## src/rtl/irqc_pkg.sv

```systemverilog
package irqc_pkg;

  typedef enum logic [2:0] {
    ACC_NONE,
    ACC_PCI_MAP,
    ACC_IO_MAP,
    ACC_PCI_CLR,
    ACC_IO_CLR
  } acc_kind_e;

  typedef struct packed {
    acc_kind_e  kind;
    logic [4:0] idx;
    logic       en;
  } cfg_cmd_t;

  localparam logic [15:0] PCI_MAP_LO = 16'h0C00;
  localparam logic [15:0] PCI_MAP_HI = 16'h0C3F;
  localparam logic [15:0] IO_MAP_LO  = 16'h1000;
  localparam logic [15:0] IO_MAP_HI  = 16'h107F;
  localparam logic [15:0] PCI_CLR_LO = 16'h1400;
  localparam logic [15:0] PCI_CLR_HI = 16'h14FF;
  localparam logic [15:0] IO_CLR_LO  = 16'h1800;
  localparam logic [15:0] IO_CLR_HI  = 16'h1860;

  localparam int unsigned EN_BIT = 31;

  // Read-only identification bits of a mapping register.
  function automatic logic [30:0] pci_map_fixed(input int unsigned g);
    return 31'h7C0 | 31'(g << 2);
  endfunction

  function automatic logic [30:0] io_map_fixed(input int unsigned i);
    return 31'h7E0 + 31'(i);
  endfunction

endpackage

```

## src/rtl/irqc_lowest.sv

```systemverilog
module irqc_lowest #(
  parameter int unsigned W  = 32,
  localparam int unsigned IW = (W > 1) ? $clog2(W) : 1
) (
  input  logic [W-1:0]  vec,
  output logic [IW-1:0] idx,
  output logic          vld
);
  // Walk from the top down so the lowest set bit is the last one written.
  always_comb begin
    idx = '0;
    for (int i = W - 1; i >= 0; i--) begin
      if (vec[i]) idx = IW'(i);
    end
  end

  assign vld = |vec;
endmodule

```

## src/rtl/irqc_cfg.sv

```systemverilog
module irqc_cfg
  import irqc_pkg::*;
#(
  parameter int unsigned N_PCI_MAP = 8,
  parameter int unsigned N_IO_MAP  = 32
) (
  input  logic                 clk,
  input  logic                 rst_n,
  input  logic                 cfg_en,
  input  logic                 cfg_we,
  input  logic [15:0]          cfg_addr,
  input  logic [31:0]          cfg_wdata,
  output cfg_cmd_t             cmd,
  output logic [N_PCI_MAP-1:0] pci_en_nxt,
  output logic [N_IO_MAP-1:0]  io_en_nxt,
  output logic [31:0]          cfg_rdata
);
  logic [N_PCI_MAP-1:0] pci_en_q;
  logic [N_IO_MAP-1:0]  io_en_q;
  acc_kind_e            acc_kind;
  logic [4:0]           acc_idx;
  logic [31:0]          rd_val;
  logic                 upper_half;

  assign upper_half = cfg_addr[2];

  // Address decode; only the upper word of each 64-bit slot responds.
  always_comb begin
    acc_kind = ACC_NONE;
    acc_idx  = '0;
    if (upper_half) begin
      if (cfg_addr >= PCI_MAP_LO && cfg_addr <= PCI_MAP_HI) begin
        acc_kind = ACC_PCI_MAP;
        acc_idx  = {2'b00, cfg_addr[5:3]};
      end else if (cfg_addr >= IO_MAP_LO && cfg_addr <= IO_MAP_HI) begin
        acc_kind = ACC_IO_MAP;
        acc_idx  = cfg_addr[7:3];
      end else if (cfg_addr >= PCI_CLR_LO && cfg_addr <= PCI_CLR_HI) begin
        acc_kind = ACC_PCI_CLR;
        acc_idx  = {2'b00, cfg_addr[7:5]};
      end else if (cfg_addr >= IO_CLR_LO && cfg_addr <= IO_CLR_HI) begin
        acc_kind = ACC_IO_CLR;
        acc_idx  = cfg_addr[7:3];
      end
    end
  end

  always_comb begin
    cmd.kind = (cfg_en && cfg_we) ? acc_kind : ACC_NONE;
    cmd.idx  = acc_idx;
    cmd.en   = cfg_wdata[EN_BIT];
  end

  // Only the enable bit is stored; bits 30:0 are fixed per register.
  for (genvar g = 0; g < N_PCI_MAP; g++) begin : g_pci_en
    assign pci_en_nxt[g] = (cmd.kind == ACC_PCI_MAP && cmd.idx == 5'(g))
                           ? cmd.en : pci_en_q[g];
    always_ff @(posedge clk) begin
      if (!rst_n) pci_en_q[g] <= 1'b0;
      else        pci_en_q[g] <= pci_en_nxt[g];
    end
  end

  for (genvar i = 0; i < N_IO_MAP; i++) begin : g_io_en
    assign io_en_nxt[i] = (cmd.kind == ACC_IO_MAP && cmd.idx == 5'(i))
                          ? cmd.en : io_en_q[i];
    always_ff @(posedge clk) begin
      if (!rst_n) io_en_q[i] <= 1'b0;
      else        io_en_q[i] <= io_en_nxt[i];
    end
  end

  always_comb begin
    rd_val = '0;
    if (acc_kind == ACC_PCI_MAP) begin
      for (int g = 0; g < int'(N_PCI_MAP); g++) begin
        if (acc_idx == 5'(g)) rd_val = {pci_en_q[g], pci_map_fixed(g)};
      end
    end else if (acc_kind == ACC_IO_MAP) begin
      for (int i = 0; i < int'(N_IO_MAP); i++) begin
        if (acc_idx == 5'(i)) rd_val = {io_en_q[i], io_map_fixed(i)};
      end
    end
  end

  always_ff @(posedge clk) begin
    if (!rst_n)                 cfg_rdata <= '0;
    else if (cfg_en && !cfg_we) cfg_rdata <= rd_val;
  end

  // a read of the lower word of a slot returns zero.
  a_r2_lower_half_zero: assert property (@(posedge clk) disable iff (!rst_n)
    (cfg_en && !cfg_we && !cfg_addr[2]) |=> (cfg_rdata == 32'h0));

  // a read outside every mapping window returns zero.
  a_r2_unmapped_zero: assert property (@(posedge clk) disable iff (!rst_n)
    (cfg_en && !cfg_we && cfg_addr >= PCI_CLR_LO) |=> (cfg_rdata == 32'h0));

endmodule

```

## src/rtl/irqc_hold.sv

```systemverilog
module irqc_hold
  import irqc_pkg::*;
#(
  parameter int unsigned N_PCI_GRP = 8,
  parameter int unsigned GRP_SIZE  = 4,
  parameter int unsigned N_IO      = 32,
  localparam int unsigned N_PCI  = N_PCI_GRP * GRP_SIZE,
  localparam int unsigned N_SRC  = N_PCI + N_IO,
  localparam int unsigned IW     = $clog2(N_SRC + 1),
  localparam int unsigned GRP_SH = $clog2(GRP_SIZE),
  localparam int unsigned PW     = (N_PCI > 1) ? $clog2(N_PCI) : 1,
  localparam int unsigned OW     = (N_IO > 1) ? $clog2(N_IO) : 1,
  localparam int unsigned SW     = (N_SRC > 1) ? $clog2(N_SRC) : 1
) (
  input  logic                 clk,
  input  logic                 rst_n,
  input  logic [N_SRC-1:0]     irq_lines,
  input  cfg_cmd_t             cmd,
  input  logic [N_PCI_GRP-1:0] pci_en_nxt,
  input  logic [N_IO-1:0]      io_en_nxt,
  output logic [IW-1:0]        held_q
);
  localparam logic [IW-1:0] NONE = IW'(N_SRC);

  logic [N_SRC-1:0] pend_q;
  logic [N_SRC-1:0] src_en;
  logic [N_SRC-1:0] rise;
  logic [N_SRC-1:0] arb_vec;
  logic [SW-1:0]    arb_idx;
  logic             arb_vld;
  logic [PW-1:0]    prise_idx;
  logic             prise_vld;
  logic [OW-1:0]    orise_idx;
  logic             orise_vld;
  logic [IW-1:0]    held_wr;
  logic [IW-1:0]    held_arb;
  logic [IW-1:0]    held_nxt;
  logic             rearb;

  // Per-source enable, after this cycle's mapping write.
  for (genvar s = 0; s < N_SRC; s++) begin : g_src_en
    if (s < N_PCI) begin : g_pci
      assign src_en[s] = pci_en_nxt[s / GRP_SIZE];
    end else begin : g_io
      assign src_en[s] = io_en_nxt[s - N_PCI];
    end
  end

  assign rise    = irq_lines & ~pend_q;
  assign arb_vec = pend_q & src_en;

  irqc_lowest #(.W(N_SRC)) u_arb (
    .vec(arb_vec), .idx(arb_idx), .vld(arb_vld));

  irqc_lowest #(.W(N_PCI)) u_prise (
    .vec(rise[N_PCI-1:0] & src_en[N_PCI-1:0]), .idx(prise_idx), .vld(prise_vld));

  irqc_lowest #(.W(N_IO)) u_orise (
    .vec(rise[N_SRC-1:N_PCI] & src_en[N_SRC-1:N_PCI]), .idx(orise_idx), .vld(orise_vld));

  // Step 1: register write effects on the held request.
  always_comb begin
    held_wr = held_q;
    rearb   = 1'b0;
    unique case (cmd.kind)
      ACC_PCI_MAP: begin
        rearb = 1'b1;
        if (!cmd.en && held_q == IW'(cmd.idx)) held_wr = NONE;
      end
      ACC_IO_MAP: begin
        rearb = 1'b1;
        if (!cmd.en && held_q == IW'(cmd.idx) + IW'(N_PCI)) held_wr = NONE;
      end
      ACC_PCI_CLR: begin
        if (held_q != NONE && (held_q >> GRP_SH) == IW'(cmd.idx)) begin
          held_wr = NONE;
          rearb   = 1'b1;
        end
      end
      ACC_IO_CLR: begin
        if (held_q == IW'(cmd.idx) + IW'(N_PCI)) begin
          held_wr = NONE;
          rearb   = 1'b1;
        end
      end
      default: ;
    endcase
  end

  // Step 2: re-arbitration over sampled pending lines when nothing is held.
  assign held_arb = (rearb && held_wr == NONE && arb_vld) ? IW'(arb_idx) : held_wr;

  // Step 3: edges; a PCI rise overrides, an I/O rise fills an empty slot.
  always_comb begin
    held_nxt = held_arb;
    if (prise_vld)                         held_nxt = IW'(prise_idx);
    else if (held_arb == NONE && orise_vld) held_nxt = IW'(N_PCI) + IW'(orise_idx);
  end

  always_ff @(posedge clk) begin
    if (!rst_n) begin
      held_q <= NONE;
      pend_q <= '0;
    end else begin
      held_q <= held_nxt;
      pend_q <= irq_lines;
    end
  end

  // without a register event or a rising edge the held request is stable.
  a_r5_no_event_stable: assert property (@(posedge clk) disable iff (!rst_n)
    (cmd.kind == ACC_NONE && rise == '0) |=> $stable(held_q));

  // an enabled PCI rise always leaves a PCI number held.
  a_r6_pci_rise_claims: assert property (@(posedge clk) disable iff (!rst_n)
    prise_vld |=> (held_q < IW'(N_PCI)));

  // with something held and no PCI rise or register event, I/O edges change nothing.
  a_r7_io_rise_blocked: assert property (@(posedge clk) disable iff (!rst_n)
    (held_q != NONE && cmd.kind == ACC_NONE && !prise_vld) |=> $stable(held_q));

  // disabling the register that owns the held I/O request drops it.
  a_r4_disable_drops: assert property (@(posedge clk) disable iff (!rst_n)
    (cmd.kind == ACC_IO_MAP && !cmd.en && held_q == IW'(cmd.idx) + IW'(N_PCI) && !prise_vld)
    |=> (held_q != $past(held_q)));

  // an I/O clear that names another number leaves a held request alone.
  a_r10_io_clear_exact: assert property (@(posedge clk) disable iff (!rst_n)
    (cmd.kind == ACC_IO_CLR && held_q != NONE && held_q != IW'(cmd.idx) + IW'(N_PCI)
     && !prise_vld) |=> $stable(held_q));

endmodule

```

## src/rtl/irq_concentrator.sv

```systemverilog
module irq_concentrator
  import irqc_pkg::*;
#(
  parameter int unsigned N_PCI_GRP = 8,
  parameter int unsigned GRP_SIZE  = 4,
  parameter int unsigned N_IO      = 32,
  localparam int unsigned N_SRC = N_PCI_GRP * GRP_SIZE + N_IO,
  localparam int unsigned IW    = $clog2(N_SRC + 1)
) (
  input  logic             clk,
  input  logic             rst_n,
  input  logic [N_SRC-1:0] irq_lines,
  input  logic             cfg_en,
  input  logic             cfg_we,
  input  logic [15:0]      cfg_addr,
  input  logic [31:0]      cfg_wdata,
  output logic [31:0]      cfg_rdata,
  output logic [N_SRC-1:0] irq_req
);
  cfg_cmd_t             cmd;
  logic [N_PCI_GRP-1:0] pci_en_nxt;
  logic [N_IO-1:0]      io_en_nxt;
  logic [IW-1:0]        held_q;

  irqc_cfg #(.N_PCI_MAP(N_PCI_GRP), .N_IO_MAP(N_IO)) u_cfg (
    .clk(clk), .rst_n(rst_n), .cfg_en(cfg_en), .cfg_we(cfg_we),
    .cfg_addr(cfg_addr), .cfg_wdata(cfg_wdata), .cmd(cmd),
    .pci_en_nxt(pci_en_nxt), .io_en_nxt(io_en_nxt), .cfg_rdata(cfg_rdata));

  irqc_hold #(.N_PCI_GRP(N_PCI_GRP), .GRP_SIZE(GRP_SIZE), .N_IO(N_IO)) u_hold (
    .clk(clk), .rst_n(rst_n), .irq_lines(irq_lines), .cmd(cmd),
    .pci_en_nxt(pci_en_nxt), .io_en_nxt(io_en_nxt), .held_q(held_q));

  // request vector decoded from the held number.
  for (genvar s = 0; s < N_SRC; s++) begin : g_req
    assign irq_req[s] = (held_q == IW'(s));
  end

  // the cycle after reset no request is shown.
  a_r1_reset_quiet: assert property (@(posedge clk)
    !rst_n |=> (irq_req == '0));

endmodule

```

## config.mk

```make
export PLATFORM = sky130hd
export DESIGN_NAME = irq_concentrator
export DESIGN_NICKNAME = d
export VERILOG_FILES = /design/src/rtl/irqc_pkg.sv /design/src/rtl/irqc_lowest.sv /design/src/rtl/irqc_cfg.sv /design/src/rtl/irqc_hold.sv /design/src/rtl/irq_concentrator.sv
export SDC_FILE = /design/constraint.sdc
export NUM_CORES = 1
export LEC_CHECK = 0
export BUFFER_PORTS_ARGS = -buffer_cell sky130_fd_sc_hd__buf_2
export CAP_MARGIN = 20
export CORE_MARGIN = 4
export CORE_UTILIZATION = 45
export CTS_BUF_LIST = sky130_fd_sc_hd__clkbuf_4
export DETAILED_ROUTE_END_ITERATION = 10
export GPL_TIMING_DRIVEN = 0
export HOLD_SLACK_MARGIN = 0.15
export PLACE_DENSITY_LB_ADDON = 0.1
export SLEW_MARGIN = 20
export SYNTH_ARGS = -nofsm -noshare
export SYNTH_HDL_FRONTEND = slang
export SYNTH_HIERARCHICAL = 1
export SYNTH_SLANG_ARGS = --single-unit
```

## constraint.sdc

```tcl
create_clock -name clk -period 5.8 [get_ports clk]
set_input_delay 1.16 -clock clk [delete_from_list [all_inputs] [get_ports clk]]
set_output_delay 1.16 -clock clk [all_outputs]
set_load 0.02 [all_outputs]
```

==> metrics.yaml, run 1 <==
place:
  numPortBuffers: 158
  place_congestion: 0.885
  post-place-cells: 1527
  dp.final_hpwl_microns: 19300
routing:
  route.detailed.wl_per_inst_microns: 15.8
  vias_per_cell: 5.45
  wl_microns: 24600
  drtPass1Iterations: 5
  ant_nets: 0
  drc: 0
  drt_iter0_markers: 485
  vias: 8503
setup_path:
  critical_path_required_ns: 6.24
  reg2reg_depth: 10
  cp_data_arrival_time_ns: 5.75
  r2r-start: "u_cfg/pci_en_q[6]"
  cp_max_fo: 10
  worstSetupPathType: "in -> reg"
  end_kind: "flip-flop"
  worstSetupStartpointType: "input port"
  r2r-end: "u_hold/held_q[0]"
  reg2reg_slack_ns: 2.72
synthesis:
  synth_area_per_cell_sq_um: 7.66
  syn-cell-area_sq_mm: 0.00854
  synth-main-ff-cell: "dfxtp_1"
  yosysSeqAreaShare_pct: 27.9
  synthArstFlopShare_pct: 0
  synthTopCellsByCount: "175 x and2_1, 158 x nor2_1, 119 x dfxtp_1, 86 x nand2_1, 46 x clkbuf_1"
  synth-seq-cells: 119
  synth_cell_type_count: 97
  synth_area_leaders: "dfxtp_1 28%, and2_1 13%, nor2_1 6.9%"
  syn_inst: 1115
  synth_top_area_share_pct: 27.9
  synth_edf_count: 0
  synth_top_area_cell: "dfxtp_1"
  synth.most_common_cell: "and2_1"
  yosysWarnings: 6
power_and_ir_drop:
  power.density_mw_per_mm2: 163
  vdd_ir_drop_max_uv: 118
  power.leakage_nw: 4.33
floorplan:
  die-area_sq_mm: 0.0212
  rows: 50
  fp.dieW_microns: 146
  die_height_microns: 146
  core_area_sq_mm: 0.0187
  start_util_pct: 45.6
  num_io_pins: 212
final_layout:
  fin_cells: 1560
  finish.utilization_pct: 53.5
  area_growth_pct: 17.1
  layout.nets: 1428
  drive_above_1_share_pct: 22.8
timing:
  rsz0062_at_grt: "no"
  worstMarginPinSlew_ns: 0.648
  min_period_ns: 5.31
  hold_ws_ns: 0.474
  finalClockSkew_ns: 0.0222
  fin_crit_sh_pct: 91.5
  slew_violations: 0
  hold_viol_final: 0
  setup_viol_count_final: 0
  maxSlewHeadroom_pct: 56.4
  max_freq_mhz: 188
grt:
  top_usage_layer: "met2"
  grt_antenna_before_repair: 1
  use_met2_pct: 37.0
  use_met1_pct: 30.0
  gr-total-overflow: 0
  grt_max_degree: 17
  grt_pass1_wl_microns: 39400
  grt_usage_pct: 22.2
  grt_pass1_vias: 7846
  use_met3_pct: 3.96
min_path:
  holdPathEnd: "u_cfg/io_en_q[21]"
  holdPathStages: 1
  hold_start: "u_cfg/io_en_q[21]"
  hold_path_class: "reg -> reg"
run:
  maxCapViolCount: 0
outcome:
  outcome: "finished, final reports clean"
clock_tree:
  clk_latency_ns: 0.53
  cts_tree: "yes"
  cts_sinks: 119
  clk_pin_slew_ns: 0.12
  cts_root_buf: "clkbuf_4"
  htree_num_levels: 4
  post-cts-setup-buffers: 0
  numCtsBuffers: 17
  cts_buffer_depth: 2
## cells by family (layout without fill, tap and decap cells)
group	count (synthesis)	count (layout)	share of synthesized area [%]
other	1	22	0.0439
AND/OR/NAND/NOR	664	664	45.7
buffers and inverters	116	306	6.57
AO/OA/AOI/OAI	175	175	14.6
XOR/XNOR	9	9	0.923
multiplexers	31	31	4.18
flip-flops	119	119	27.9
## layer usage
metal	up-vias	share of wire [%]
met5	-	0
met1	3923	47
met4	0	1.1
met3	24	5.0
met2	256	46
li1	4300	-
## layout by cell type, fill, tap and decap left out, types with 7 or more instances in the layout
cell type,instances
and2_1,175
buf_2,165
nor2_1,158
dfxtp_1,119
nand2_1,86
clkbuf_1,46
a21oi_1,33
nor4_1,33
inv_1,32
and3b_1,27
nor3_1,27
buf_4,27
o21ai_0,26
conb_1,21
mux2_2,19
clkbuf_4,17
nor2b_1,17
nand3_1,17
o211ai_1,14
o31ai_1,14
nand2b_1,12
nand4_1,11
or4_1,11
nor3b_1,10
or4_4,9
a221oi_1,8
a211oi_1,7
o21a_1,7
## through the flow
step | TNS, ns | instance area, sq um | worst slack (ns) | total power [mW]
after detailed placement | -0.0883 | 9700 | -0.0716 | 1.01
after CTS | 0 | 9990 | 0.489 | 1.64
after floorplan | 0 | 8610 | 0.705 | 0.948
final | 0 | 10000 | 0.491 | 1.62
after global placement | -0.152 | 9700 | -0.101 | 1.01
after global routing | 0 | 10000 | 0.0948 | 1.70
## critical path: stages
cell and delay, ns:
buf_2 0.11, clkbuf_1 0.21, or3b_2 0.50, a21oi_1 0.19
a311oi_2 0.12, or3_4 0.42, nor4b_2 0.29, mux2_1 0.50
and3b_1 0.27, nor4_1 0.37, nand3_1 0.19, nor3_2 0.29
nand4_1 0.33, inv_1 0.35, o21a_1 0.19, nand2_1 0.06
o31ai_1 0.19
## state kept, by name (all words and copies together) (netlist names)
register / count
u_cfg/io_en_q: 32
u_cfg/pci_en_q: 8
u_hold/held_q: 7
u_hold/pend_q: 64
u_cfg/cfg_rdata: 8
## power breakdown
| group | leakage, nW | switching (mW) | internal, mW | total [mW] |
|---|---|---|---|---|
| Combinational | 3.20 | 0.0775 | 0.0599 | 0.137 |
| Clock | 0.156 | 0.368 | 0.266 | 0.634 |
| Sequential | 0.977 | 0.0113 | 0.842 | 0.854 |
## worst max path at each step
| stage | startpoint | endpoint | slack (ns) | cells past startpoint |
|---|---|---|---|---|
| floorplan | cfg_addr[9] | u_hold/held_q[2] | 0.70 | 18 |
| global placement | cfg_addr[15] | u_hold/held_q[0] | -0.10 | 17 |
| detailed placement | cfg_addr[15] | u_hold/held_q[0] | -0.07 | 17 |
| CTS | cfg_addr[15] | u_hold/held_q[0] | 0.49 | 17 |
| global route | cfg_addr[7] | u_hold/held_q[0] | 0.09 | 17 |
| finish | cfg_addr[10] | u_hold/held_q[0] | 0.49 | 17 |
## final cells by class
| cell class | count | area [sq um] |
|---|---|---|
| fill | 1855 | 8710 |
| multi-input combinational | 900 | 5680 |
| sequential | 119 | 2380 |
| timing repair buffer | 158 | 791 |
| buffer | 82 | 433 |
| tap | 234 | 293 |
| clock inverter | 15 | 168 |
| clock buffer | 17 | 128 |
| inverter | 34 | 128 |
| antenna | 1 | 2.50 |
## timing repair
action / in CTS / in global routing
hold buffers: 0 / 0
setup endpoints to repair: 0 / 2
gates resized for setup: 0 / 1
(Power assumes the default switching activity.)
==> run 2: changes to the inputs <==
--- a/config.mk
+++ b/config.mk
@@ -7,2 +7,3 @@
 export LEC_CHECK = 0
+export ABC_AREA = 1
 export BUFFER_PORTS_ARGS = -buffer_cell sky130_fd_sc_hd__buf_2
==> constraint.sdc (replaced) <==
create_clock -name clk -period 5.8 [get_ports clk]
set_input_delay 0.29 -clock clk [delete_from_list [all_inputs] [get_ports clk]]
set_output_delay 0.29 -clock clk [all_outputs]
set_load 0.02 [all_outputs]
==> run 2 against run 1 <==
Compared with the run above: design area is 10% higher; clock power is 6.0% lower; global-route usage shrank 1.2 points; utilization grew 3.2 points.
==> metrics.yaml, run 2 <==
setup_path:
  path_delay_family: "simple AND/OR/NAND/NOR gates"
  cp_slowest_cell: "a21oi_1"
  critical_path_required_ns: 6.19  # -0.05 ns
  worstSetupStartpointType: "input port"
  path_buf_inv: 7  # +4
  crit_top_cell: "nand2_1"
  cp_slowest_stage_delay_ns: 0.24  # -0.26 ns
  end_kind: "flip-flop"
  cp_data_arrival_time_ns: 5.41  # -0.34 ns
  cp_max_fo: 10  # unchanged
  worstSetupPathType: "in -> reg"
synthesis:
  synthSimpleGateAreaFrac_pct: 43.6  # -2.1 points
  yosysSeqAreaShare_pct: 26.8  # -1.1 points
  synth_fa_ha_area_share_pct: 0  # unchanged
  yosysWarnings: 6  # unchanged
  synthTopCellsByCount: "551 x nand2_1, 339 x inv_1, 272 x nor2_1, 119 x dfxtp_1, 39 x clkbuf_1"
  synthXorXnorAreaFrac_pct: 0  # -0.92 points
  syn_inst: 1611  # +44%
  synth-seq-cells: 119  # unchanged
  synth_top_area_cell: "dfxtp_1"
  synth_edf_count: 0  # unchanged
  synth_area_per_cell_sq_um: 5.52  # -28%
  synthArstFlopShare_pct: 0  # unchanged
  synth_mux_area_share_pct: 0.506  # -3.7 points
  syn-cell-area_sq_mm: 0.00889  # +4.2%
  synth_top_area_share_pct: 26.8  # -1.1 points
  synth_compound_area_share_pct: 6.87  # -7.8 points
  synth-main-ff-cell: "dfxtp_1"
  synth_area_leaders: "dfxtp_1 27%, nand2_1 23%, inv_1 14%"
  synth_top_family_by_area: "simple AND/OR/NAND/NOR gates"
  synth.most_common_cell: "nand2_1"
  synth_cell_type_count: 48  # -51%
floorplan:
  die-area_sq_mm: 0.0221  # +3.9%
  start_util_pct: 45.7  # +0.057 points
  fp.dieW_microns: 149  # +2.0%
  rows: 51  # +2.0%
  core_area_sq_mm: 0.0195  # +4.0%
  die_height_microns: 149  # +2.0%
  num_io_pins: 212  # unchanged
timing:
  worst_slack_ns: 0.782  # +0.291 ns
  finalClockSkew_ns: 0.0195  # -0.00266 ns
  max_freq_mhz: 199  # +5.8%
  hold_ws_ns: 0.232  # -0.242 ns
  min_period_ns: 5.02  # -0.291 ns
  finalSetupTns_ns: 0  # unchanged
  maxSlewHeadroom_pct: 57.5  # +1.1 points
  worstMarginPinSlew_ns: 0.638  # -0.0108 ns
  setup_viol_count_final: 0  # unchanged
  rsz0062_at_grt: "no"
  fin_crit_sh_pct: 86.5  # -5.0 points
  hold_viol_final: 0  # unchanged
  slew_violations: 0  # unchanged
final_layout:
  register_area_sq_mm: 0.00238  # unchanged
  drive_above_1_share_pct: 15.9  # -6.9 points
  area_growth_pct: 23.9
  post-route-cell-area_sq_mm: 0.0110  # +10%
  finish.utilization_pct: 56.6  # +3.2 points
  reg_top3: "u_hold/pend_q (64), u_cfg/io_en_q (32)"
  layout.nets: 1989  # +39%
  multi_input_area_sq_mm: 0.00462  # -19%
  fin_cells: 2151  # +38%
  nFillCells: 2069  # +12%
  layout.cells.most_common: "nand2_1"
  regMostFlops: "u_hold/pend_q"
  layout_common_cells: "551 x nand2_1, 339 x inv_1, 271 x nor2_1"
  largest_reg_flops: 64  # unchanged
clock_tree:
  numCtsBuffers: 17  # unchanged
  cts_buffer_depth: 2  # unchanged
  clk_pin_slew_ns: 0.11  # about the same
  cts_root_buf: "clkbuf_4"
  cts_tree: "yes"
  cts_sinks: 119  # unchanged
  htree_num_levels: 4  # unchanged
  clk_latency_ns: 0.53  # about the same
place:
  numPortBuffers: 158  # unchanged
  place_area_sq_mm: 0.0101  # +4.1%
  place_congestion: 0.925  # +4.5%
  place_ws_ns: 0.00843  # +0.0800 ns
  dp.final_hpwl_microns: 18200  # -5.7%
  post-place-cells: 2054  # +35%
grt:
  grt_pass1_vias: 8506  # +8.4%
  grt_antenna_before_repair: 2  # +1
  grt_usage_pct: 21.0  # -1.2 points
  grt_max_degree: 17  # unchanged
  grt_pass1_wl_microns: 38500  # -2.2%
  gr-total-overflow: 0  # unchanged
routing:
  ant_nets: 0  # unchanged
  drc: 0  # unchanged
  drtPass1Iterations: 5  # unchanged
  drt_iter0_markers: 445  # -8.2%
  route.detailed.wl_per_inst_microns: 10.7  # -32%
  vias_per_cell: 4.36  # -20%
  wl_microns: 23000  # -6.4%
  vias: 9369  # +10%
power_and_ir_drop:
  vdd_ir_drop_max_uv: 121  # +2.9%
  power.density_mw_per_mm2: 147  # -9.8%
  power.leakage_nw: 6.52  # +51%
  finalPower_mw: 1.62  # -0.55%
min_path:
  hold_path_class: "in -> reg"
run:
  maxCapViolCount: 0  # unchanged
outcome:
  outcome: "finished, final reports clean"
[run 2: cell count changes in the layout (fill, tap and decap cells not counted), moves of 21 or more]
cell and delta:
nand2_1 +465, and3b_1 -27, and2_1 -167, nor2_1 +113, inv_1 +307, nor4_1 -26
dlygate4sd3_1 +65, inv_2 +21
[run 2: path summary, 6_finish.rpt]
| kind | start | to | slack (ns) | cells after the start |
|---|---|---|---|---|
| worst max-delay path | cfg_addr[15] | u_hold/held_q[6] | 0.78 | 71 |
| worst min-delay path | cfg_wdata[31] | u_cfg/io_en_q[8] | 0.23 | 3 |
| worst max register to register | u_cfg/io_en_q[30] | u_hold/held_q[6] | 1.33 | 73 |
| worst min register to register | u_cfg/io_en_q[24] | u_cfg/io_en_q[24] | 0.43 | 2 |
[run 2: cells by family (layout without fill, tap and decap cells)]
kind of cell,after synthesis,after routing
buffers and inverters,448,701
AND/OR/NAND/NOR,938,938
other,1,23
AO/OA/AOI/OAI,101,101
multiplexers,4,4
flip-flops,119,119
[run 2: per-layer routing]
layer,up-vias,track usage [%],share of wire [%]
met4,0,5.54,0.83
met3,14,3.87,5.3
met5,-,0,0
met2,191,36.4,47
li1,5164,-,-
met1,4000,26.9,47
[run 2: timing repair]
action                                  CTS  global route
endpoints found under the setup margin    0             7
endpoints found under the hold margin    65             0
buffers inserted                          0             0
resized for setup                         0             2
hold buffers                             65             0
[run 2: where the power goes]
part,switching [mW],leakage (nW),internal (mW)
Clock,0.312,0.140,0.284
Combinational,0.0872,5.41,0.0783
Sequential,0.0131,0.977,0.842
Total,0.412,6.52,1.20
[run 2: layout make-up]
class,count,share of cell area [%]
antenna,2,0.0454
clock buffer,17,1.16
multi-input combinational,1064,41.9
inverter,377,14.3
sequential,119,21.6
timing repair buffer,223,13.1
clock inverter,13,1.26
buffer,71,3.66
tap,265,3.01
[run 2: worst register-to-register path, delay by kind of cell, from the launching register on]
kind                   cells  cell delay (ns)
buffers and inverters      3             0.21
and+or+nand+nor           69             3.75
DFF                        1             0.34
AOI/OAI and AO/OA          1             0.05
